==> config.mk <==
export PLATFORM = sky130hd
export DESIGN_NAME = usb_hs_detect
export DESIGN_NICKNAME = d
export VERILOG_FILES = /design/src/rtl/hs_det_pkg.sv /design/src/rtl/hs_det_linefilt.sv /design/src/rtl/hs_det_chirpseq.sv /design/src/rtl/usb_hs_detect.sv
export SDC_FILE = /design/constraint.sdc
export NUM_CORES = 1
export LEC_CHECK = 0
export BUFFER_PORTS_ARGS = -buffer_cell sky130_fd_sc_hd__buf_2
export CORE_MARGIN = 3
export CORE_UTILIZATION = 45
export DETAILED_ROUTE_END_ITERATION = 12
export GPL_ROUTABILITY_DRIVEN = 1
export SYNTH_ARGS = -nofsm -noshare
export SYNTH_HDL_FRONTEND = slang
export SYNTH_SLANG_ARGS = --single-unit
==> constraint.sdc <==
create_clock -name clk -period 4.2 [get_ports clk]
set_input_delay 0.21 -clock clk [delete_from_list [all_inputs] [get_ports clk]]
set_output_delay 0.21 -clock clk [all_outputs]
set_load 0.01 [all_outputs]
==> src/rtl/hs_det_pkg.sv <==
// Shared types for the high-speed detection controller.
// Assumes the line decoder reports one of four symbols per cycle.
package hs_det_pkg;

    typedef enum logic [1:0] {
        LS_SE0 = 2'b00,
        LS_J   = 2'b01,
        LS_K   = 2'b10,
        LS_SE1 = 2'b11
    } line_e;

    typedef enum logic [2:0] {
        ST_FS_RUN,
        ST_FS_SUSP,
        ST_CHIRP,
        ST_HUB_WAIT,
        ST_HS_RUN,
        ST_REVERT
    } hs_state_e;

    function automatic int imax(input int a, input int b);
        return (a > b) ? a : b;
    endfunction

endpackage

==> src/rtl/hs_det_linefilt.sv <==
// Line stability tracker: registers the effective symbol, counts the ticks
// it has stayed unchanged (saturating), and pulses hit_q once in the cycle
// the count first reaches DEB. Assumes DEB >= 1 and DEB < 2**W.
module hs_det_linefilt
    import hs_det_pkg::*;
#(
    parameter int W   = 8,
    parameter int DEB = 3
) (
    input  logic         clk,
    input  logic         rst_n,
    input  logic         tick,
    input  line_e        sym_i,
    output line_e        sym_q,
    output logic [W-1:0] run_q,
    output logic         hit_q
);

    localparam logic [W-1:0] RUN_SAT = '1;
    localparam logic [W-1:0] DEB_M1  = W'(DEB - 1);
    localparam logic [W-1:0] DEB_V   = W'(DEB);

    // Track symbol, its stable run length and the debounce hit pulse.
    always_ff @(posedge clk) begin
        if (!rst_n) begin
            sym_q <= LS_J;
            run_q <= '0;
            hit_q <= 1'b0;
        end else begin
            sym_q <= sym_i;
            hit_q <= 1'b0;
            if (sym_i != sym_q) begin
                run_q <= '0;
            end else if (tick && run_q != RUN_SAT) begin
                run_q <= run_q + 1'b1;
                hit_q <= (run_q == DEB_M1);
            end
        end
    end


    hit_run_chk: assert property (@(posedge clk) disable iff (!rst_n)
        hit_q |-> (run_q == DEB_V));

endmodule

==> src/rtl/hs_det_chirpseq.sv <==
// Hub chirp sequence counter: counts ordered K-then-J pairs from debounced
// symbol hits while enabled. A J without a preceding K is ignored; a stable
// SE0 clears the count. Everything clears while disabled.
module hs_det_chirpseq
    import hs_det_pkg::*;
#(
    parameter int PW = 3
) (
    input  logic          clk,
    input  logic          rst_n,
    input  logic          en,
    input  logic          hit,
    input  line_e         sym,
    output logic [PW-1:0] pairs_q
);

    localparam logic [PW-1:0] PAIR_SAT = '1;

    logic want_j_q;

    // Advance the K/J pair count on each debounced symbol.
    always_ff @(posedge clk) begin
        if (!rst_n || !en) begin
            pairs_q  <= '0;
            want_j_q <= 1'b0;
        end else if (hit) begin
            unique case (sym)
                LS_K:   want_j_q <= 1'b1;
                LS_J: begin
                    if (want_j_q) begin
                        if (pairs_q != PAIR_SAT) pairs_q <= pairs_q + 1'b1;
                        want_j_q <= 1'b0;
                    end
                end
                LS_SE0: begin
                    pairs_q  <= '0;
                    want_j_q <= 1'b0;
                end
                default: ;
            endcase
        end
    end


    pair_step_chk: assert property (@(posedge clk) disable iff (!rst_n)
        (pairs_q != $past(pairs_q)) |->
            (pairs_q == '0 || pairs_q == $past(pairs_q) + 1'b1));

endmodule

==> src/rtl/usb_hs_detect.sv <==
// Device-side high-speed detection controller. Detects bus reset from
// full-speed states or via a timed fallback from high-speed idle, sends a
// timed chirp K, counts hub K/J pairs and settles in high or full speed.
// Assumes tick is a single-cycle pulse and every duration is >= 1 tick.
module usb_hs_detect
    import hs_det_pkg::*;
#(
    parameter int T_RST_DET = 200,
    parameter int T_CHIRP   = 2000,
    parameter int T_HUB_TMO = 4000,
    parameter int T_SUSP    = 3000,
    parameter int T_HS_IDLE = 3050,
    parameter int T_SETTLE  = 500,
    parameter int T_DEB     = 3,
    parameter int N_PAIRS   = 3
) (
    input  logic       clk,
    input  logic       rst_n,
    input  logic       tick,
    input  logic [1:0] line_state,
    input  logic       squelch,
    output logic       pullup_en,
    output logic       chirp_k_en,
    output logic       hs_term_en,
    output logic       hs_mode,
    output logic       suspended
);

    localparam int T_MAX = imax(imax(imax(T_RST_DET, T_CHIRP), imax(T_HUB_TMO, T_SUSP)),
                                imax(imax(T_HS_IDLE, T_SETTLE), T_DEB));
    localparam int TW = $clog2(T_MAX + 2);
    localparam int PW = $clog2(N_PAIRS + 2);

    localparam logic [TW-1:0] C_RST    = TW'(T_RST_DET);
    localparam logic [TW-1:0] C_CHIRP  = TW'(T_CHIRP);
    localparam logic [TW-1:0] C_TMO    = TW'(T_HUB_TMO);
    localparam logic [TW-1:0] C_SUSP   = TW'(T_SUSP);
    localparam logic [TW-1:0] C_IDLE   = TW'(T_HS_IDLE);
    localparam logic [TW-1:0] C_SETTLE = TW'(T_SETTLE);
    localparam logic [TW-1:0] C_DEB    = TW'(T_DEB);
    localparam logic [TW-1:0] TMR_SAT  = '1;
    localparam logic [PW-1:0] C_PAIRS  = PW'(N_PAIRS);

    hs_state_e     state_q, state_d;
    logic [TW-1:0] tmr_q;
    line_e         sym_eff, sym_q;
    logic [TW-1:0] run_q;
    logic          hit_q;
    logic          seq_en;
    logic [PW-1:0] pairs_q;
    logic          squelch_masks;

    // Squelch reads as SE0 whenever high-speed receive is meaningful.
    always_comb begin
        squelch_masks = (state_q == ST_HS_RUN) || (state_q == ST_HUB_WAIT);
        sym_eff       = (squelch && squelch_masks) ? LS_SE0 : line_e'(line_state);
        seq_en        = (state_q == ST_HUB_WAIT);
    end

    hs_det_linefilt #(
        .W   (TW),
        .DEB (T_DEB)
    ) u_linefilt (
        .clk   (clk),
        .rst_n (rst_n),
        .tick  (tick),
        .sym_i (sym_eff),
        .sym_q (sym_q),
        .run_q (run_q),
        .hit_q (hit_q)
    );

    hs_det_chirpseq #(
        .PW (PW)
    ) u_chirpseq (
        .clk     (clk),
        .rst_n   (rst_n),
        .en      (seq_en),
        .hit     (hit_q),
        .sym     (sym_q),
        .pairs_q (pairs_q)
    );

    // Next-state selection for the detection handshake.
    always_comb begin
        state_d = state_q;
        unique case (state_q)
            ST_FS_RUN: begin
                if (sym_q == LS_SE0 && run_q >= C_RST)     state_d = ST_CHIRP;
                else if (sym_q == LS_J && run_q >= C_SUSP) state_d = ST_FS_SUSP;
            end
            ST_FS_SUSP: begin
                if (sym_q == LS_SE0 && run_q >= C_RST)    state_d = ST_CHIRP;
                else if (sym_q == LS_K && run_q >= C_DEB) state_d = ST_FS_RUN;
            end
            ST_CHIRP: begin
                if (tmr_q >= C_CHIRP) state_d = ST_HUB_WAIT;
            end
            ST_HUB_WAIT: begin
                if (pairs_q >= C_PAIRS)   state_d = ST_HS_RUN;
                else if (tmr_q >= C_TMO)  state_d = ST_FS_RUN;
            end
            ST_HS_RUN: begin
                if (sym_q == LS_SE0 && run_q >= C_IDLE) state_d = ST_REVERT;
            end
            ST_REVERT: begin
                if (tmr_q >= C_SETTLE)
                    state_d = (sym_q == LS_SE0) ? ST_CHIRP : ST_FS_SUSP;
            end
            default: state_d = ST_FS_RUN;
        endcase
    end

    // State register and per-state tick timer, cleared on every transition.
    always_ff @(posedge clk) begin
        if (!rst_n) begin
            state_q <= ST_FS_RUN;
            tmr_q   <= '0;
        end else begin
            state_q <= state_d;
            if (state_d != state_q)             tmr_q <= '0;
            else if (tick && tmr_q != TMR_SAT)  tmr_q <= tmr_q + 1'b1;
        end
    end

    // Transceiver controls decoded from the current state.
    always_comb begin
        pullup_en  = (state_q != ST_HS_RUN);
        chirp_k_en = (state_q == ST_CHIRP);
        hs_term_en = (state_q == ST_HS_RUN);
        hs_mode    = (state_q == ST_HS_RUN);
        suspended  = (state_q == ST_FS_SUSP);
    end


    chirp_entry_chk: assert property (@(posedge clk) disable iff (!rst_n)
        $rose(chirp_k_en) |-> ($past(sym_q) == LS_SE0));


    chirp_drive_chk: assert property (@(posedge clk) disable iff (!rst_n)
        chirp_k_en |-> (pullup_en && !hs_term_en));


    chirp_len_chk: assert property (@(posedge clk) disable iff (!rst_n)
        $fell(chirp_k_en) |-> ($past(tmr_q) >= C_CHIRP));


    hs_entry_chk: assert property (@(posedge clk) disable iff (!rst_n)
        $rose(hs_mode) |-> ($past(pairs_q) >= C_PAIRS));


    hs_controls_chk: assert property (@(posedge clk) disable iff (!rst_n)
        hs_mode |-> (!pullup_en && hs_term_en && !chirp_k_en));

endmodule

==> results.txt, run 1 <==
The worst hold path terminates at u_linefilt.sym_q[0]$_SDFF_PN1_. The share of flip-flops with an asynchronous set or reset came out at 0. The maximum resistive drop on vdd came out at 0.175 mV.

The layout has 451 filler cells. The number of primary I/O pins came out at 11. Setup slack on the worst reg-to-reg path comes out at 1860 ps.

The clock latency of the later-clocked register in the worst-skew pair came out at 280 ps. The clock tree synthesis step divided the H-tree into 2 levels. The transition time at the pin with the least slew margin came out at 1060 ps. The switching share of power came out at 0.223. The antenna diode count is 0. The library cells used most frequently in the layout, excluding fill and tap cells, are sky130_fd_sc_hd__dfxtp_1 (34), sky130_fd_sc_hd__nor2_1 (32), sky130_fd_sc_hd__nor3_1 (15), sky130_fd_sc_hd__nand2_1 (15), sky130_fd_sc_hd__nand3_1 (11).

The first-pass detailed-route iteration total came out at 4. The largest total area in the synthesized netlist belongs to sky130_fd_sc_hd__dfxtp_1. The per-cell via count in the routed design came out at 5.51.

The number of global-route vias before repair was 1,554. For this run, the total global-route usage over all layers was measured as 0.171. The time the worst path needs with I/O delays and setup came out at 2340 ps.

The clock slew seen by the registers of the worst setup and hold paths is 70 ps. The final layout contains 261 nets. The class of the most critical hold timing path is input port to flop. In this run, CTS created clock tree buffers numbering 5. The number of hold buffers added after CTS is 0. The average wire per standard cell came out at 13.7 µm. Summed over all cells, the static leakage comes to 0.780 nW.

The path depth of the worst reg2reg path is 6. Headroom to the max-slew limit came out at 0.290. The number of maximum-capacitance constraint violations is 0. The internal power component came out at 0.469 mW.

In this run, synthesis inferred 0 flip-flops with an integrated enable. The worst setup path is launched from a flop. The total negative slack is 0 ps.

The share of final-layout standard cells stronger than drive strength 1 is 0.137. The run finished with clean final reports. The area fraction of the dominant cell type after synthesis came out at 0.329. The pin count of the biggest net entering global routing is 14. The flop and latch count out of synthesis is 34.

The vertical extent of the die is 73.8 µm. The number of distinct standard cells referenced by the synthesized netlist is 59. The number of synthesis warnings came out at 0. In this run the most critical hold path is launched from line_state[0]. The root cell of the clock tree is sky130_fd_sc_hd__clkbuf_8.

Along the worst path, the maximum fanout reaches 12. The reported net switching power is 0.135 mW. The first global-routing pass estimated 7180 µm of wire. The die width is 73.8 µm. The part of the cycle the worst path needs came out at 0.557. The initial core utilization is 0.472. The count of instances resized after the clock tree is built came out at 0. The full die area came out at 5450 µm². The CTS tree is built. The share of total power dissipated in combinational logic is 0.044.

The number of antenna violations at the first check in global routing is 0. The number of non-filler instances in the completed layout is 300. Of the synthesized area, sequential elements account for 0.329.

The final setup violation count is 0. In this run the cell area of the synthesized design comes to 2070 µm². The count of routing violations after the opening detailed-route iteration came out at 91. The sequential share of power is 0.548.

The post-route total power came out at 0.604 mW. The routed wire length came out at 4120 µm. The combined flip-flop and latch cell area is 681 µm². The worst endpoint required time is 4320 ps. The synthesized instance count is 244. The multi-input combinational cells in the finished layout cover a total of 1270 µm². The placer congestion estimate is 0.769. The number of max-slew violations in the final report is 0. The number of design rule violations left after detail routing came out at 0. The final hold violation count is 0. The critical path is of the flop to flop type. After legalization and detailed placement, the total HPWL measured 3010 µm. The highest attainable clock frequency came out at 0.427 GHz. The number of nets in the synthesized netlist is 258. The placement row count came out at 24. The routed layout has 1,654 vias. Ranked by total cell area, the synthesized netlist is headed by sky130_fd_sc_hd__dfxtp_1 (33%), sky130_fd_sc_hd__nor2_1 (5.8%), sky130_fd_sc_hd__ha_1 (4.8%). The number of cells on the worst hold path is 3. The number of placed instances, taps included is 292. The post-CTS setup buffer count is 0. In the synthesized netlist the dominant register cell turns out to be sky130_fd_sc_hd__dfxtp_1.

The worst path arrival time came out at 2470 ps. A synthesized cell averages 8.49 µm². The number of buffer cells added on primary ports is 10. The overflow left after global routing came out at 0. Once detail routing completed, the nets flagged for antenna violations numbered 0. The synthesis-to-finish area growth is 6.28%. The worst register-to-register path ends at tmr_q[11]$_SDFFE_PP0P_. The worst setup path is captured at a flop.

The final setup skew came out at 2.64 ps. The portion of total power attributed to the clock network came out at 0.407. The count of clock tree sinks is 34. The power per standard cell area came out at 274 nW/µm². No sink is reached through more buffers than the 2 on the longest clock path.

The beginning of the worst register-to-register path is u_linefilt.run_q[11]$_SDFFE_PP0P_. After floorplanning, the core was sized to cover 4380 µm². The library cell used most frequently in the layout, excluding fill and tap cells, is sky130_fd_sc_hd__dfxtp_1.

Setup repair after global routing left no endpoint under its margin.
worst max-delay path by stage:
stage / cells after the start / startpoint / endpoint / slack (ps)
2_1_floorplan: 8 / u_linefilt.run_q[11]$_SDFFE_PP0P_ / tmr_q[2]$_SDFFE_PP0P_ / 2180
3_3_place_gp: 8 / u_chirpseq.pairs_q[0]$_SDFFE_PP0P_ / tmr_q[11]$_SDFFE_PP0P_ / 1900
3_5_place_dp: 8 / u_chirpseq.pairs_q[0]$_SDFFE_PP0P_ / tmr_q[11]$_SDFFE_PP0P_ / 1870
4_1_cts: 6 / u_linefilt.run_q[11]$_SDFFE_PP0P_ / tmr_q[11]$_SDFFE_PP0P_ / 1850
5_1_grt: 7 / u_chirpseq.pairs_q[0]$_SDFFE_PP0P_ / tmr_q[11]$_SDFFE_PP0P_ / 1540
6_report: 6 / u_linefilt.run_q[11]$_SDFFE_PP0P_ / tmr_q[11]$_SDFFE_PP0P_ / 1860
sequential cells by signal, indices dropped and copies added (netlist names):
register	flops
u_linefilt.hit_q	1
tmr_q	12
u_chirpseq.pairs_q	3
state_q	3
u_chirpseq.want_j_q	1
u_linefilt.sym_q	2
u_linefilt.run_q	12
worst max-delay path, cell delays in order, from the launching register on:
cell and delay [ps]:
sky130_fd_sc_hd__dfxtp_1 410, sky130_fd_sc_hd__nor4_4 410, sky130_fd_sc_hd__a41oi_2 180, sky130_fd_sc_hd__nor4b_2 390
sky130_fd_sc_hd__nor4b_4 100, sky130_fd_sc_hd__xnor2_2 550, sky130_fd_sc_hd__nor4_1 140
through the flow:
stage | utilization | hold WS, ps | cell area (µm²) | setup slack [ps]
floorplan | - | 317 | 2070 | 2180
global route | 0.502 | 169 | 2200 | 1540
finish | 0.502 | 159 | 2200 | 1860
detailed placement | 0.481 | 445 | 2110 | 1870
global placement | 0.481 | 446 | 2110 | 1900
CTS | 0.502 | 142 | 2200 | 1850
cells in the mapped netlist, types with 3 or more instances:
master                     count
sky130_fd_sc_hd__nand2b_1      4
sky130_fd_sc_hd__nand2_1      15
sky130_fd_sc_hd__a31oi_1       3
sky130_fd_sc_hd__xnor2_1      10
sky130_fd_sc_hd__o211ai_1      3
sky130_fd_sc_hd__xor2_1        6
sky130_fd_sc_hd__ha_1          8
sky130_fd_sc_hd__nand3_1      11
sky130_fd_sc_hd__mux2i_1       3
sky130_fd_sc_hd__o21ai_0       6
sky130_fd_sc_hd__nor2_1       32
sky130_fd_sc_hd__inv_1        10
sky130_fd_sc_hd__nand4_1       6
sky130_fd_sc_hd__dfxtp_1      34
sky130_fd_sc_hd__nor3_1       15
sky130_fd_sc_hd__nor4_1        4
sky130_fd_sc_hd__buf_2         7
sky130_fd_sc_hd__a211oi_1      4
sky130_fd_sc_hd__clkbuf_2      3
sky130_fd_sc_hd__and3_1        4
sky130_fd_sc_hd__a21oi_1       9
sky130_fd_sc_hd__and4_1        4
cells by family after synthesis:
group                      share of synthesized area
and+or+nand+nor                                0.337
AOI/OAI and AO/OA                              0.140
DFF                                            0.329
buffers and inverters                         0.0568
xor gates and xnor gates                      0.0755
adders and majority gates                     0.0483
muxes                                         0.0145
cell type report:
| type | count | share of cell area |
|---|---|---|
| Tap cell | 52 | 0.0296 |
| Multi-Input combinational cell | 185 | 0.578 |
| Timing Repair Buffer | 10 | 0.0227 |
| Sequential cell | 34 | 0.309 |
| Inverter | 11 | 0.0188 |
| Clock buffer | 7 | 0.0392 |
| Clock inverter | 1 | 0.00227 |
layer usage:
metal	routed length [µm]	share of wire	GRT usage
met5	0	0	0
met3	103	0.025	0.0438
met2	1800	0.44	0.255
met4	93	0.023	0.0865
met1	2130	0.52	0.228
power groups by stage:
stage	logic [mW]	clock network, mW	registers, mW
finish	0.0269	0.246	0.331
global route	0.0305	0.271	0.331
CTS	0.0272	0.259	0.331
detailed placement	0.0270	0	0.338
global placement	0.0271	0	0.338
floorplan	0.0214	0	0.336
Power figures use the tool's default switching activity.
==> inputs of run 2 (changes only) <==
- clock period: 4.2 -> 2.2 ns (I/O delays scaled with it)
==> run 2 against run 1 <==
Against the previous run:
- non-clock buffer count is 23 higher
- clock power increased by 91%
- combinational power up 140%
- sequential cell count unchanged
- die area did not move
- first-iteration DRC count rose by 64%
- utilization is 5.3 points higher
- sequential share of layout area down 2.8 points
- routed wire length grew 5.5%
- setup slack lost 1800 ps
- highest routed layer unchanged
==> results.txt, run 2 (same netlist as run 1, synthesis figures left out) <==
The power per standard cell area is 477 nW/µm². The number of antenna violations at the first check in global routing came out at 0. The die width came out at 73.8 µm. The signal on the critical path passes through ha_2 -> ha_1 -> a211oi_2 -> o21ai_1 -> a2bb2oi_1 -> nor4b_4 -> buf_4 -> xnor2_4 -> buf_12 -> nor4_4. The stage delay of the slowest cell on the critical path is 340 ps. After detailed routing, the average wire length per cell comes to 13.5 µm. The flow ran to the end, and the final reports show no timing, DRC or antenna violations. The area of the core region came out at 4380 µm². For this run, the top clock speed supported by timing is 0.466 GHz. STA classifies the critical path endpoint as a flop.

At the end of routability-driven placement, the weighted congestion stood at 0.842. The share of total power dissipated in sequential elements is 0.541. The relative slew slack came out at 0.699. The number of non-filler instances in the completed layout is 323.

The final hold violation count came out at 0. The reported net switching power is 0.259 mW. Of the total power, the clock network draws 0.404.

The internal power component is 0.902 mW. For the pin with the worst max-slew slack, the measured transition is 449 ps. The path depth of the worst reg2reg path is 10.

After detailed routing, the number of vias per cell comes to 5.60. The first-pass detailed-route iteration total is 4. The antenna diode count came out at 0. The number of global-route vias before repair is 1,631.

The endpoint of the worst register-to-register path is tmr_q[2]$_SDFFE_PP0P_. Setup repair after global routing could not meet its margin everywhere. The critical path depth came out at 10.

The part of the cycle the worst path needs came out at 0.976. The clock latency of the later-clocked register in the worst-skew pair came out at 290 ps. The number of maximum-capacitance constraint violations came out at 0. In the final layout, the registers with the most flip-flops are tmr_q (12), u_linefilt.run_q (12). The total global routing track utilization came out at 0.172.

The pin count of the biggest net entering global routing came out at 14. The peak fanout along the critical path is 12. The number of placed instances, taps included is 312. In this run the worst setup path begins at u_chirpseq.pairs_q[0]$_SDFFE_PP0P_. The largest individual stage delay along the critical path comes from the cell sky130_fd_sc_hd__dfxtp_2.

The total negative slack came out at 0 ps. The share of final-layout standard cells stronger than drive strength 1 came out at 0.236. The worst register-to-register path begins at u_chirpseq.pairs_q[0]$_SDFFE_PP0P_. The worst endpoint required time came out at 2400 ps. The number of buffer cells added on primary ports is 10. The critical path startpoint category is a flop. The number of buffer and inverter instances along the worst setup path came out at 2. The placed wire-length estimate after detailed placement came out at 3170 µm. For the final database, setup skew stands at 7.37 ps.

The worst path arrival time is 2350 ps. The kind of cell with the highest combined delay along the critical path is compound AO/OA/AOI/OAI gates. The H-tree depth reported by CTS is 2. The tree is rooted in a sky130_fd_sc_hd__clkbuf_8.

The count of routing violations after the opening detailed-route iteration came out at 149. Summed over all layers, the routed wires come to 4350 µm. The remaining number of nets flagged by the antenna check after routing came out at 0. The leakage power summed over all cells came out at 0.909 nW. The buffer depth of the longest clock path is 2. The synthesis-to-finish area growth is 17.5%. The via count is 1,810. The clock slew seen by the registers of the worst setup and hold paths came out at 60 ps. The share of power burned in combinational logic came out at 0.055.

The count of clock tree sinks is 34. The worst setup path is of the flop to flop kind. The wire length of the first global-routing pass came out at 7390 µm. After global routing the overflow that remains totals 0.

The setup slack on the worst flop-to-flop path came out at 50 ps. In this run the core area contains 24 standard-cell rows. The time the worst path needs with I/O delays and setup came out at 2150 ps. The total CTS buffers came out at 5.

The class of the most critical hold timing path is input port to flop. The number of hold buffers added after CTS was 0. The critical path ends at tmr_q[2]$_SDFFE_PP0P_. The total number of nets in the final design came out at 284. The number of max-slew violations in the final report is 0. The switching share of power is 0.223. The maximum resistive drop on vdd is 0.232 mV. The number of primary I/O pins is 11. Leaving out fill and tap cells, the most frequent cells in the layout are sky130_fd_sc_hd__nor2_1 (32), sky130_fd_sc_hd__dfxtp_1 (32), sky130_fd_sc_hd__buf_4 (22). The vertical extent of the die is 73.8 µm. The die covers 5450 µm². Setup violations remaining at the end of the flow were counted as 0. TritonCTS built the clock tree. The number of design rule violations left after detail routing came out at 0. The initial core utilization came out at 0.472.
-- run 2: what timing repair did --
action                     4_1_cts  5_1_grt
setup endpoints to repair       12       12
pin swaps                        0        2
setup buffers                    0        3
resized for setup                1        8
-- run 2: metrics by stage --
step	hold slack (ps)	util	setup slack [ps]	area (µm²)	power (mW)
6_report	63.3	0.555	53.6	2430	1.16
3_3_place_gp	349	0.515	-104	2260	0.705
4_1_cts	59.8	0.539	76.6	2360	1.18
2_1_floorplan	217	-	182	2070	0.682
5_1_grt	85.7	0.555	-64.4	2430	1.21
3_5_place_dp	354	0.515	-115	2260	0.705
-- run 2: worst min-delay path by stage --
stage | from | end | slack, ps | depth (start not counted)
after floorplan | line_state[0] | u_linefilt.sym_q[0]$_SDFF_PN1_ | 220 | 2
after global placement | line_state[0] | u_linefilt.sym_q[0]$_SDFF_PN1_ | 350 | 3
after detailed placement | line_state[0] | u_linefilt.sym_q[0]$_SDFF_PN1_ | 350 | 3
after CTS | line_state[0] | u_linefilt.sym_q[0]$_SDFF_PN1_ | 60 | 3
after global routing | line_state[0] | u_linefilt.sym_q[0]$_SDFF_PN1_ | 90 | 3
final | line_state[0] | u_linefilt.sym_q[0]$_SDFF_PN1_ | 60 | 3
-- run 2: area by class of cell --
class / count / area, µm²
Clock inverter: 1 / 5.00
Clock buffer: 7 / 86.3
Sequential cell: 34 / 683
Tap cell: 52 / 65.1
Multi-Input combinational cell: 185 / 1320
Inverter: 11 / 41.3
Timing Repair Buffer: 33 / 235
Fill cell: 411 / 1950
-- run 2: worst register-to-register path, cell delays in order, from the launching register on --
cell                        delay (ps)
sky130_fd_sc_hd__dfxtp_2           340
sky130_fd_sc_hd__ha_2              190
sky130_fd_sc_hd__ha_1              180
sky130_fd_sc_hd__a211oi_2          230
sky130_fd_sc_hd__o21ai_1           110
sky130_fd_sc_hd__a2bb2oi_1         170
sky130_fd_sc_hd__nor4b_4           130
sky130_fd_sc_hd__buf_4             170
sky130_fd_sc_hd__xnor2_4           150
sky130_fd_sc_hd__buf_12            150
sky130_fd_sc_hd__nor4_4            250
-- run 2: power groups by stage --
stage,clock network (mW),logic (mW),registers (mW)
2_1_floorplan,0,0.0408,0.642
3_3_place_gp,0,0.0629,0.642
3_5_place_dp,0,0.0634,0.642
4_1_cts,0.488,0.0637,0.628
5_1_grt,0.511,0.0722,0.629
6_report,0.469,0.0635,0.628
-- run 2: layer usage --
metal / GRT usage / part of all wire / vias up
li1: - / - / 921
met1: 0.232 / 0.50 / 858
met2: 0.265 / 0.47 / 29
met3: 0.0451 / 0.032 / 2
met4: 0.0604 / 0.0057 / 0
met5: 0 / 0 / -
==> inputs of run 3 (changes only) <==
- RECOVER_POWER: not set -> 100
==> run 3 against run 2 <==
Against the previous run:
- sequential power about the same
- non-clock buffer count unchanged
- total power about the same
- largest cell class unchanged
==> results.txt, run 3 (same netlist as run 1, synthesis figures left out) <==
In this design, the largest share of critical-path delay is due to compound AO/OA/AOI/OAI gates. The number of antenna violations at the first check in global routing is 0. The run finished with clean final reports.

The vertical extent of the die came out at 73.8 µm. The number of non-filler instances in the completed layout came out at 323. The full die area is 5450 µm². Traced cell by cell, the critical path runs through ha_2 -> ha_1 -> a211oi_2 -> o21ai_1 -> a2bb2oi_1 -> nor4b_4 -> buf_4 -> xnor2_4 -> buf_12 -> nor4_4.

The path depth of the worst reg2reg path came out at 10. The switching share of power came out at 0.223. Of the total power, combinational logic draws 0.055. The total CTS buffers came out at 5.

Setup repair after global routing could not meet its margin everywhere. The stage delay of the slowest cell on the critical path came out at 340 ps. In the layout the commonest cells are sky130_fd_sc_hd__nor2_1 (32), sky130_fd_sc_hd__dfxtp_1 (32), sky130_fd_sc_hd__buf_4 (21).

The internal power component is 0.902 mW. The worst setup path is captured at a flop. The path with the worst hold slack has its endpoint at u_linefilt.sym_q[0]$_SDFF_PN1_. Dividing the detail-routed wire length by the instance count gives 13.4 µm. The initial utilization of the core area, before any placement, comes to 0.472. The die width is 73.8 µm. The final setup skew is 7.69 ps.

In this run the critical register-to-register path is launched from u_chirpseq.pairs_q[0]$_SDFFE_PP0P_. The startpoint identified for the worst hold timing path is line_state[0]. The worst register-to-register path ends at tmr_q[2]$_SDFFE_PP0P_. The worst path arrival time came out at 2340 ps.

The class of the most critical hold timing path is input port to flop. The first global-routing pass estimated 7390 µm of wire. After clock tree synthesis, the clock-pin slew on the worst setup and hold paths is 60 ps. The final hold violation count is 0. The setup slack on the worst flop-to-flop path is 60 ps. The synthesis-to-finish area growth came out at 17.2%. The number of buffer cells added on primary ports came out at 10.

The remaining number of nets flagged by the antenna check after routing is 0. The placed wire-length estimate after detailed placement is 3170 µm. The number of cells on the worst hold path came out at 3. The first-pass detailed-route iteration total came out at 4. The longest clock path from root to sink contains 2 buffers. The highest attainable clock frequency is 0.466 GHz. The number of global-route vias before repair came to 1,631.

Across the run, the number of max-cap violations was 0. The total of fill cells in the finished design came out at 413. Across all hold checks on the routed design, the worst slack comes to 63.3 ps. TritonCTS built the clock tree. The share of final-layout standard cells stronger than drive strength 1 is 0.225. In this run the power spent charging and discharging nets is 0.259 mW. The critical path startpoint category is a flop. The final setup violation count came out at 0.

In the final layout, the registers with the most flip-flops are tmr_q (12), u_linefilt.run_q (12). The worst endpoint required time is 2400 ps. The count of clock tree sinks came out at 34.

The critical path contains buffers and inverters numbering 2 combined. The tree is rooted in a sky130_fd_sc_hd__clkbuf_8. The placer congestion estimate is 0.842. The count of routing violations after the opening detailed-route iteration is 164. The pin count of the biggest net entering global routing came out at 14. In this run the core area contains 24 standard-cell rows. The per-cell via count in the routed design came out at 5.61. The overflow left after global routing came out at 0.

The area of the core region came out at 4380 µm². The number of design rule violations left after detail routing is 0. The number of placed instances, taps included came out at 312.

The part of the cycle the worst path needs is 0.974. The time the worst path needs with I/O delays and setup came out at 2140 ps. The total global routing track utilization came out at 0.172. The number of max-slew violations in the final report came to 0.

The transition time at the pin with the least slew margin came out at 452 ps. The portion of total power attributed to the clock network is 0.404. The power per standard cell area came out at 478 nW/µm². Pin placement for this block handled 11 I/O pins.

For this design the static power due to leakage is 0.899 nW. The routed wire length came out at 4330 µm. The H-tree depth reported by CTS is 2.

The sequential share of power is 0.541. The total number of nets in the final design is 284. The relative slew slack is 0.697. The via count is 1,813. The clock latency of the later-clocked register in the worst-skew pair is 290 ps.

The maximum resistive drop on vdd is 0.232 mV. For this design, the slowest cell found on the critical path is sky130_fd_sc_hd__dfxtp_2. The peak fanout along the critical path came out at 12.

The antenna diode count came out at 0. The worst setup path is of the flop to flop kind.
run 3: routing by layer:
metal	wire length, µm	track usage	up-vias
met5	0	0	-
met4	25	0.0604	0
met3	181	0.0451	2
met2	2030	0.265	37
met1	2090	0.232	850
li1	-	-	924
run 3: worst max-delay path by stage:
stage                                             from  cells after the start  slack, ps                endpoint
floorplan            u_linefilt.run_q[11]$_SDFFE_PP0P_                      8        180   tmr_q[2]$_SDFFE_PP0P_
global placement    u_chirpseq.pairs_q[0]$_SDFFE_PP0P_                      8       -100  tmr_q[11]$_SDFFE_PP0P_
detailed placement  u_chirpseq.pairs_q[0]$_SDFFE_PP0P_                      8       -120  tmr_q[11]$_SDFFE_PP0P_
CTS                 u_chirpseq.pairs_q[0]$_SDFFE_PP0P_                      8         80   tmr_q[3]$_SDFFE_PP0P_
global route        u_chirpseq.pairs_q[0]$_SDFFE_PP0P_                     10        -60   tmr_q[3]$_SDFFE_PP0P_
finish              u_chirpseq.pairs_q[0]$_SDFFE_PP0P_                     10         60   tmr_q[2]$_SDFFE_PP0P_
run 3: area by class of cell:
| class | instances | area [µm²] | area share |
|---|---|---|---|
| multi-input cells | 185 | 1320 | 0.543 |
| clock buffers | 7 | 86.3 | 0.0356 |
| clock inverters | 1 | 5.00 | 0.00206 |
| flip-flops and latches | 34 | 683 | 0.282 |
| repair buffers | 33 | 229 | 0.0944 |
| inverters | 11 | 41.3 | 0.0170 |
| well taps | 52 | 65.1 | 0.0268 |
run 3: what timing repair did:
item / 4_1_cts / 5_1_grt
resized for setup: 1 / 8
hold buffers: 0 / 0
pin swaps: 0 / 2
hold endpoints to repair: 0 / 0
setup buffers: 0 / 3
setup endpoints to repair: 12 / 12
gates cloned: 0 / 0
run 3: per-stage QoR:
stage	setup TNS (ps)	util	total power [mW]	cell area, µm²	setup slack [ps]
2_1_floorplan	0	-	0.682	2070	182
3_3_place_gp	-1080	0.515	0.705	2260	-104
3_5_place_dp	-1260	0.515	0.705	2260	-115
4_1_cts	0	0.539	1.18	2360	76.6
5_1_grt	-176	0.553	1.21	2430	-64.4
6_report	0	0.553	1.16	2430	56.3
run 3: power groups by stage:
stage	combinational [mW]	clock [mW]	sequential (mW)
after floorplan	0.0408	0	0.642
after global placement	0.0629	0	0.642
after detailed placement	0.0634	0	0.642
after CTS	0.0637	0.488	0.628
after global routing	0.0722	0.511	0.629
final	0.0633	0.469	0.628
run 3: tightest hold or removal path, cell delays in order:
cell                      delay [ps]
sky130_fd_sc_hd__buf_2           100
sky130_fd_sc_hd__nand2_1          50
sky130_fd_sc_hd__nand2_1          50
